File: config.mk
export PLATFORM = sky130hd
export DESIGN_NAME = dual_issue_ctrl
export DESIGN_NICKNAME = d
export VERILOG_FILES = /design/src/rtl/dual_issue_pkg.sv /design/src/rtl/slot_decoder.sv /design/src/rtl/hazard_unit.sv /design/src/rtl/issue_ctrl.sv /design/src/rtl/dual_issue_ctrl.sv
export SDC_FILE = /design/constraint.sdc
export NUM_CORES = 1
export LEC_CHECK = 0
export ABC_AREA = 1
export BUFFER_PORTS_ARGS = -buffer_cell sky130_fd_sc_hd__buf_2
export CORE_UTILIZATION = 49
export DETAILED_ROUTE_END_ITERATION = 7
export PLACE_DENSITY = 0.75
export REMOVE_ABC_BUFFERS = 1
export SLEW_MARGIN = 20
export SYNTH_ARGS = -nofsm -noshare
export SYNTH_HDL_FRONTEND = slang
export SYNTH_HIERARCHICAL = 1
export SYNTH_SLANG_ARGS = --single-unit
File: constraint.sdc
create_clock -name clk_i -period 5.2 [get_ports clk_i]
set_input_delay 0.78 -clock clk_i [delete_from_list [all_inputs] [get_ports clk_i]]
set_output_delay 0.78 -clock clk_i [all_outputs]
set_load 0.03 [all_outputs]
File: src/rtl/dual_issue_pkg.sv
package dual_issue_pkg;
  localparam int INSTR_W = 32;
  localparam int REG_AW  = 5;
  localparam int OPC_W   = 6;
  localparam int N_SLOT  = 2;
  localparam int PKT_W   = INSTR_W * N_SLOT;
  localparam int PC_STEP = PKT_W / 8;
  localparam int PC_W    = $clog2(PC_STEP) + 1;

  localparam logic [OPC_W-1:0] OPC_RTYPE = 6'h00;
  localparam logic [OPC_W-1:0] OPC_LOAD  = 6'h23;
  localparam logic [OPC_W-1:0] OPC_STORE = 6'h2B;

  typedef enum logic [2:0] {
    CLS_NOP, CLS_ALU, CLS_BR, CLS_LD, CLS_ST, CLS_BAD
  } slot_cls_e;

  typedef struct packed {
    slot_cls_e         cls;
    logic              wr_en;
    logic [REG_AW-1:0] wr_reg;
    logic              ra_en;
    logic [REG_AW-1:0] ra;
    logic              rb_en;
    logic [REG_AW-1:0] rb;
  } slot_info_t;
endpackage

File: src/rtl/slot_decoder.sv
module slot_decoder
  import dual_issue_pkg::*;
(
  input  logic [INSTR_W-1:0] instr_i,
  output slot_info_t         info_o
);
  logic [OPC_W-1:0]  opc;
  logic [REG_AW-1:0] rs, rt, rd;

  assign opc = instr_i[31:26];
  assign rs  = instr_i[25:21];
  assign rt  = instr_i[20:16];
  assign rd  = instr_i[15:11];

  always_comb begin
    info_o        = '0;
    info_o.cls    = CLS_BAD;
    info_o.ra     = rs;
    info_o.rb     = rt;
    info_o.wr_reg = rt;
    if (instr_i == '0) begin
      info_o.cls = CLS_NOP;
    end else begin
      unique case (opc)
        OPC_RTYPE: begin
          info_o.cls    = CLS_ALU;
          info_o.wr_en  = 1'b1;
          info_o.wr_reg = rd;
          info_o.ra_en  = 1'b1;
          info_o.rb_en  = 1'b1;
        end
        6'h01, 6'h06, 6'h07: begin
          info_o.cls   = CLS_BR;
          info_o.ra_en = 1'b1;
        end
        6'h04, 6'h05: begin
          info_o.cls   = CLS_BR;
          info_o.ra_en = 1'b1;
          info_o.rb_en = 1'b1;
        end
        6'h08, 6'h09, 6'h0A, 6'h0B, 6'h0C, 6'h0D, 6'h0E: begin
          info_o.cls   = CLS_ALU;
          info_o.wr_en = 1'b1;
          info_o.ra_en = 1'b1;
        end
        6'h0F: begin
          info_o.cls   = CLS_ALU;
          info_o.wr_en = 1'b1;
        end
        OPC_LOAD: begin
          info_o.cls   = CLS_LD;
          info_o.wr_en = 1'b1;
          info_o.ra_en = 1'b1;
        end
        OPC_STORE: begin
          info_o.cls   = CLS_ST;
          info_o.ra_en = 1'b1;
          info_o.rb_en = 1'b1;
        end
        default: info_o.cls = CLS_BAD;
      endcase
      // r0 is hardwired: never a producer or consumer
      if (info_o.wr_reg == '0) info_o.wr_en = 1'b0;
      if (info_o.ra == '0)     info_o.ra_en = 1'b0;
      if (info_o.rb == '0)     info_o.rb_en = 1'b0;
    end
  end
endmodule

File: src/rtl/hazard_unit.sv
module hazard_unit
  import dual_issue_pkg::*;
(
  input  slot_info_t        alu_slot_i,
  input  slot_info_t        mem_slot_i,
  input  logic              ld_v_i,
  input  logic [REG_AW-1:0] ld_reg_i,
  input  logic              split_q_i,
  output logic              intra_dep_o,
  output logic              load_use_o,
  output logic              illegal_o
);
  function automatic logic reads_reg(slot_info_t s, logic [REG_AW-1:0] r);
    return (s.ra_en && s.ra == r) || (s.rb_en && s.rb == r);
  endfunction

  logic alu_type_ok, mem_type_ok;

  assign intra_dep_o = alu_slot_i.wr_en && reads_reg(mem_slot_i, alu_slot_i.wr_reg);
  // second half of a split follows an ALU-only cycle, so no load is pending
  assign load_use_o  = ld_v_i && !split_q_i &&
                       (reads_reg(alu_slot_i, ld_reg_i) || reads_reg(mem_slot_i, ld_reg_i));

  assign alu_type_ok = alu_slot_i.cls inside {CLS_NOP, CLS_ALU, CLS_BR};
  assign mem_type_ok = mem_slot_i.cls inside {CLS_NOP, CLS_LD, CLS_ST};
  assign illegal_o   = !(alu_type_ok && mem_type_ok);
endmodule

File: src/rtl/issue_ctrl.sv
module issue_ctrl
  import dual_issue_pkg::*;
(
  input  logic              clk_i,
  input  logic              rst_ni,
  input  logic              pkt_valid_i,
  input  logic              alu_nop_i,
  input  logic              mem_nop_i,
  input  logic              mem_ld_wr_i,
  input  logic [REG_AW-1:0] mem_ld_reg_i,
  input  logic              intra_dep_i,
  input  logic              load_use_i,
  output logic              issue_alu_o,
  output logic              issue_mem_o,
  output logic              hold_o,
  output logic [PC_W-1:0]   pc_adv_o,
  output logic              split_q_o,
  output logic              ld_v_o,
  output logic [REG_AW-1:0] ld_reg_o
);
  logic              split_q, split_d;
  logic              ld_v_q, ld_v_d;
  logic [REG_AW-1:0] ld_reg_q, ld_reg_d;
  logic              do_split;

  assign do_split = pkt_valid_i && !load_use_i && !split_q && intra_dep_i;

  always_comb begin
    issue_alu_o = 1'b0;
    issue_mem_o = 1'b0;
    hold_o      = 1'b0;
    if (pkt_valid_i) begin
      if (load_use_i) begin
        hold_o = 1'b1;
      end else if (split_q) begin
        issue_mem_o = !mem_nop_i;
      end else if (intra_dep_i) begin
        issue_alu_o = !alu_nop_i;
        hold_o      = 1'b1;
      end else begin
        issue_alu_o = !alu_nop_i;
        issue_mem_o = !mem_nop_i;
      end
    end
  end

  assign pc_adv_o = (pkt_valid_i && !hold_o) ? PC_W'(PC_STEP) : '0;

  always_comb begin
    split_d = split_q;
    if (do_split)                    split_d = 1'b1;
    else if (split_q && pkt_valid_i) split_d = 1'b0;
    ld_v_d   = issue_mem_o && mem_ld_wr_i;
    ld_reg_d = ld_v_d ? mem_ld_reg_i : '0;
  end

  always_ff @(posedge clk_i or negedge rst_ni) begin
    if (!rst_ni) begin
      split_q  <= 1'b0;
      ld_v_q   <= 1'b0;
      ld_reg_q <= '0;
    end else begin
      split_q  <= split_d;
      ld_v_q   <= ld_v_d;
      ld_reg_q <= ld_reg_d;
    end
  end

  assign split_q_o = split_q;
  assign ld_v_o    = ld_v_q;
  assign ld_reg_o  = ld_reg_q;
endmodule

File: src/rtl/dual_issue_ctrl.sv
module dual_issue_ctrl
  import dual_issue_pkg::*;
(
  input  logic             clk_i,
  input  logic             rst_ni,
  input  logic             pkt_valid_i,
  input  logic [PKT_W-1:0] pkt_i,
  output logic             issue_alu_o,
  output logic             issue_mem_o,
  output logic             hold_o,
  output logic [PC_W-1:0]  pc_adv_o,
  output logic             illegal_o
);
  slot_info_t        info [N_SLOT];
  logic              intra_dep, load_use, bad_mix;
  logic              split_q, ld_v;
  logic [REG_AW-1:0] ld_reg;

  for (genvar g = 0; g < N_SLOT; g++) begin : g_dec
    slot_decoder u_dec (
      .instr_i (pkt_i[g*INSTR_W +: INSTR_W]),
      .info_o  (info[g])
    );
  end

  hazard_unit u_haz (
    .alu_slot_i  (info[0]),
    .mem_slot_i  (info[1]),
    .ld_v_i      (ld_v),
    .ld_reg_i    (ld_reg),
    .split_q_i   (split_q),
    .intra_dep_o (intra_dep),
    .load_use_o  (load_use),
    .illegal_o   (bad_mix)
  );

  issue_ctrl u_ctl (
    .clk_i        (clk_i),
    .rst_ni       (rst_ni),
    .pkt_valid_i  (pkt_valid_i),
    .alu_nop_i    (info[0].cls == CLS_NOP),
    .mem_nop_i    (info[1].cls == CLS_NOP),
    .mem_ld_wr_i  (info[1].cls == CLS_LD && info[1].wr_en),
    .mem_ld_reg_i (info[1].wr_reg),
    .intra_dep_i  (intra_dep),
    .load_use_i   (load_use),
    .issue_alu_o  (issue_alu_o),
    .issue_mem_o  (issue_mem_o),
    .hold_o       (hold_o),
    .pc_adv_o     (pc_adv_o),
    .split_q_o    (split_q),
    .ld_v_o       (ld_v),
    .ld_reg_o     (ld_reg)
  );

  assign illegal_o = pkt_valid_i && bad_mix;
endmodule

== After elaboration in Yosys (flattened, before gate mapping) ==
Index checks and enable logic that the tools add are counted.
Cells by class
  divide/modulo/power cells: 0
  shift operators: 0
  eq/ne operators: 40
  bitwise operators: 0
  multiplexer cells: 39
  reductions and logical operators: 53
  add/subtract/negate cells: 0
  magnitude comparators: 0
  multiply operators: 0
Operator list (count)
  6-bit by 4-bit == test with 1-bit output, second input constant: 16
  32-bit zero test: 2
  6-bit by 3-bit == test with 1-bit output, second input constant: 8
  5-bit == test: 6
  5-bit zero test: 6
  15-bit OR reduction: 2
  1-bit 2-to-1 mux: 27
  5-bit 2-to-1 mux: 5
  6-bit == test, second input constant: 4
  3-bit case mux with 4 select lines: 2
  10-bit OR reduction: 2
  1-bit logical AND: 18
  9-bit OR reduction: 2
  7-bit 2-to-1 mux: 2
  6-bit by 1-bit == test with 1-bit output, second input constant: 2
  6-bit zero test: 2
  5-bit OR reduction: 2
  4-bit OR reduction: 2
  3-bit by 2-bit == test with 1-bit output, second input constant: 2
  1-bit zero test: 6
  3-bit zero test: 2
  3-bit 2-to-1 mux: 2
  3-bit nonzero test: 2
  1-bit logical OR: 4
  other kinds (4): 4
Storage, ports and cells
  logic and storage cells: 135
  register bits after elaboration: 7
  bits of input ports: 67
  memory bits (read-only): 0
  latch bits: 0
  memories: 0
  bits in writable memories: 0
  output and inout bits: 8

== Longest topological paths before layout ==
  depth in word-level cells: 17
  mapped depth: 20
  gate-level depth less buffers: 20

== By module ==
Netlist, hierarchy kept.
By module, submodules not included
  slot_decoder: instances 2, cells each 121, area an instance 596.8 µm², seq. area each 0.0 µm²
  hazard_unit: instances 1, cells each 144, area an instance 570.5 µm², seq. area each 0.0 µm²
  issue_ctrl: instances 1, cells each 37, area an instance 339.1 µm², seq. area each 175.2 µm²
  dual_issue_ctrl: instances 1, cells each 13, area an instance 48.8 µm², seq. area each 0.0 µm²

== Least setup slack after synthesis ==
No wires, ideal clock.
  path type: input to output
  start: input pkt_i[62]
  end: output hold_o
  arrival time: 2.520 ns
  path buffers: 0
  cell stages on the path: 15
  path slack: 1.900 ns
  data required time: 4.420 ns
  cell sequence: nor2_4 -> nand2_1 -> inv_1 -> nand2_1 -> nand4_1 -> nor2_1 -> nor2_1 -> nand2_1 -> nor2_1 -> nand3_1 -> nand2_1 -> nor2_1 -> nor2_1 -> inv_1 -> a21oi_1
RTL lines
  from (decl): line dual_issue_ctrl.sv:7  | input logic [PKT_W-1:0] pkt_i,
  to (decl): line dual_issue_ctrl.sv:10  | output logic hold_o,

==> results.yml <==
run_status:
  status: "completed"
placed_design:
  placed_area_sq_um: 2400
  dp_slack_ns: 1.57
  dp_hpwl_um: 4690
  portBuffers: 71
  routabilityCongestion: 1.05
worst_setup_path:
  cp.required_ns: 4.42
  cp-start-kind: "primary input"
  reg2regPathDepth: 11
  arrival_ns: 2.86
  crit_path_max_fanout: 9
  endpoint_kind: "output pin"
  path_class: "primary input to output pin"
clock_network:
  root_buffer: "clkbuf_8"
  clk_pin_slew_worst_paths_ns: 0.04
  numCtsBuffers: 3
  cts_tree: "done"
  ctsResizeCount: 0
  postCtsSetupBuffers: 0
  clkSinkCount: 7
  clock_latency_ns: 0.22
  cts.htree.levels: 1
  hold_buffers: 0
  clockBufferDepth: 2
floorplan:
  die_area_sq_um: 4660
  die_x_um: 68.3
  pin_count: 75
  coreArea_sq_um: 4120
  rows: 23
  start_util_pct: 52.3
  die_h_um: 68.3
pwr:
  p_leak_nw: 1.57
  powerDensity_nw_per_um2: 106
  p_total_w: 0.000260
  peakVddDrop_mv: 0.0806
sta:
  fin_setup_tns_ns: 0
  slew_viol_final: 0
  timing.final.crit_period_ns: 3.64
  max_freq_mhz: 275
  final.setup_skew_ns: 0.000460
  finalWorstSetupSlack_ns: 1.56
  rsz0062_at_grt: "false"
  fin_crit_sh_pct: 70.0
  hold_violations: 0
  setup_viol: 0
route:
  wl_per_cell_um: 10.1
  vias: 2591
  drtIter0Drc: 208
  dr.pass1.iters: 4
  drt-total-wl_um: 5450
  ant_nets: 0
  viasPerCell: 4.80
  drcViolationCount: 0
final_layout:
  area_growth_pct: 13.8
  drive_above_1_share_pct: 22.9
  insertedDiodeCount: 0
  stdcell_area_sq_um: 2450
  nNetsFinal: 558
min_path:
  hold_path_class: "primary input to asynchronous set/reset pin"
synth:
  ys_warn_count: 6
  yosysSeqAreaShare_pct: 8.14
  netlist.area_leader.share_pct: 23.5
  ys_dominant_reg_cell: "dfrtp_1"
  synth_most_common_cell: "nand2_1"
  synth_area_leaders: "nand2_1, inv_1, nor2_1, dfrtp_1, buf_4"
  synth_edf_count: 0
  netlist_instances: 436
  synth_cell_types: 24
  synthTopCellsByCount: "nand2_1, inv_1, nor2_1"
  synth_area_sq_um: 2150
  synth_seq_cells: 7
  async_reset_ff_share_pct: 100
  postSynthAreaPerCell_sq_um: 4.94
  synth.largest_area_cell: "nand2_1"
global_routing:
  antenna_found_initial: 0
  grt_pass1_vias: 2135
  grt_max_degree: 10
  grt_usage_pct: 24.1
  grt.overflow.total: 0
  grt_pass1_wl_um: 8670
run:
  drv_cap: 0
-- per-layer routing --
metal	wire length (um)	GRT usage, %	vias up
li1	-	-	1399
met1	2500	30.0	1091
met2	2580	43.8	95
met3	323	3.17	6
met4	42	4.69	0
met5	0	0	-
-- placed cells by master, fill, tap and decap left out --
cell | Yosys | final
inv_2 | 8 | 8
o22ai_1 | 3 | 3
nor2_1 | 78 | 78
clkbuf_1 | 0 | 1
nand4_4 | 1 | 1
and2_4 | 2 | 2
nand3_4 | 2 | 2
nand2_2 | 6 | 6
nand3_1 | 16 | 16
nand4_2 | 2 | 2
inv_1 | 89 | 89
o21ai_1 | 5 | 5
o21ai_0 | 7 | 7
nor4_1 | 2 | 2
nand4_1 | 14 | 14
nor3_1 | 13 | 13
a21oi_1 | 3 | 3
conb_1 | 1 | 3
nor2_4 | 7 | 7
dfrtp_1 | 7 | 7
clkbuf_8 | 0 | 3
nand2_4 | 1 | 1
nand3b_1 | 2 | 2
buf_2 | 0 | 71
nand2_1 | 135 | 135
nor2_2 | 9 | 9
-- worst paths after layout --
| path | from | to | slack (ns) |
|---|---|---|---|
| worst max-delay path | pkt_i[62] | issue_mem_o | 1.56 |
| worst min-delay path | rst_ni | u_ctl/split_q_o | 0.38 |
| worst max register to register | u_ctl/ld_reg_o[3] | u_ctl/split_q_o | 3.51 |
| worst min register to register | u_ctl/split_q_o | u_ctl/split_q_o | 0.60 |
| max in group asynchronous | rst_ni | u_ctl/ld_reg_o[4] | 4.67 |
| min in group clk_i | u_ctl/split_q_o | u_ctl/split_q_o | 0.60 |
-- final cells by class --
cell class	instances	area (sq um)
Fill cell	451	1670
Multi-Input combinational cell	311	1450
Inverter	97	364
Timing Repair Buffer	71	355
Sequential cell	7	175
Tap cell	50	62.6
Clock buffer	4	45.0
-- power breakdown --
group          leakage (nW)  internal, W  total [W]  switching (W)
registers            0.0978    0.0000548  0.0000550    0.000000118
logic                  1.45    0.0000486   0.000130      0.0000811
clock network        0.0228    0.0000529  0.0000751      0.0000222
-- flip-flops by register name, summed over array words and instances, names as in the netlist --
signal and cells:
u_ctl/split_q_o 1, u_ctl/ld_v_o 1, u_ctl/ld_reg_o 5
-- per-stage QoR --
step / util, % / hold slack, ns / instances
2_1_floorplan: - / 0.484 / 415
3_3_place_gp: 58.4 / 0.593 / 536
3_5_place_dp: 58.4 / 0.603 / 536
4_1_cts: 59.5 / 0.382 / 540
5_1_grt: 59.5 / 0.388 / 540
6_report: 59.5 / 0.381 / 540
-- critical path, stage by stage --
cell,delay (ns)
buf_2,0.12
nor2_4,0.23
nand2_1,0.10
inv_1,0.10
nand2_1,0.07
nand4_1,0.12
nor2_1,0.08
nor2_1,0.14
nand2_1,0.07
nor2_1,0.10
nand3_1,0.08
nand2_1,0.06
nor2_1,0.05
nor2_1,0.21
inv_1,0.09
nand2_1,0.14
nor2_2,0.06
nand2_1,0.05
inv_1,0.03
buf_2,0.16
-- logic make-up (layout without fill, tap and decap cells) --
logic type / after synthesis / after routing / synth area share [%]
AND/OR/NAND/NOR: 290 / 290 / 62.4
flip-flops: 7 / 7 / 8.14
AO/OA/AOI/OAI: 18 / 18 / 4.36
other: 1 / 3 / 0.174
buffers and inverters: 120 / 172 / 24.9
Note: power is estimated with default switching activity, not from simulation.
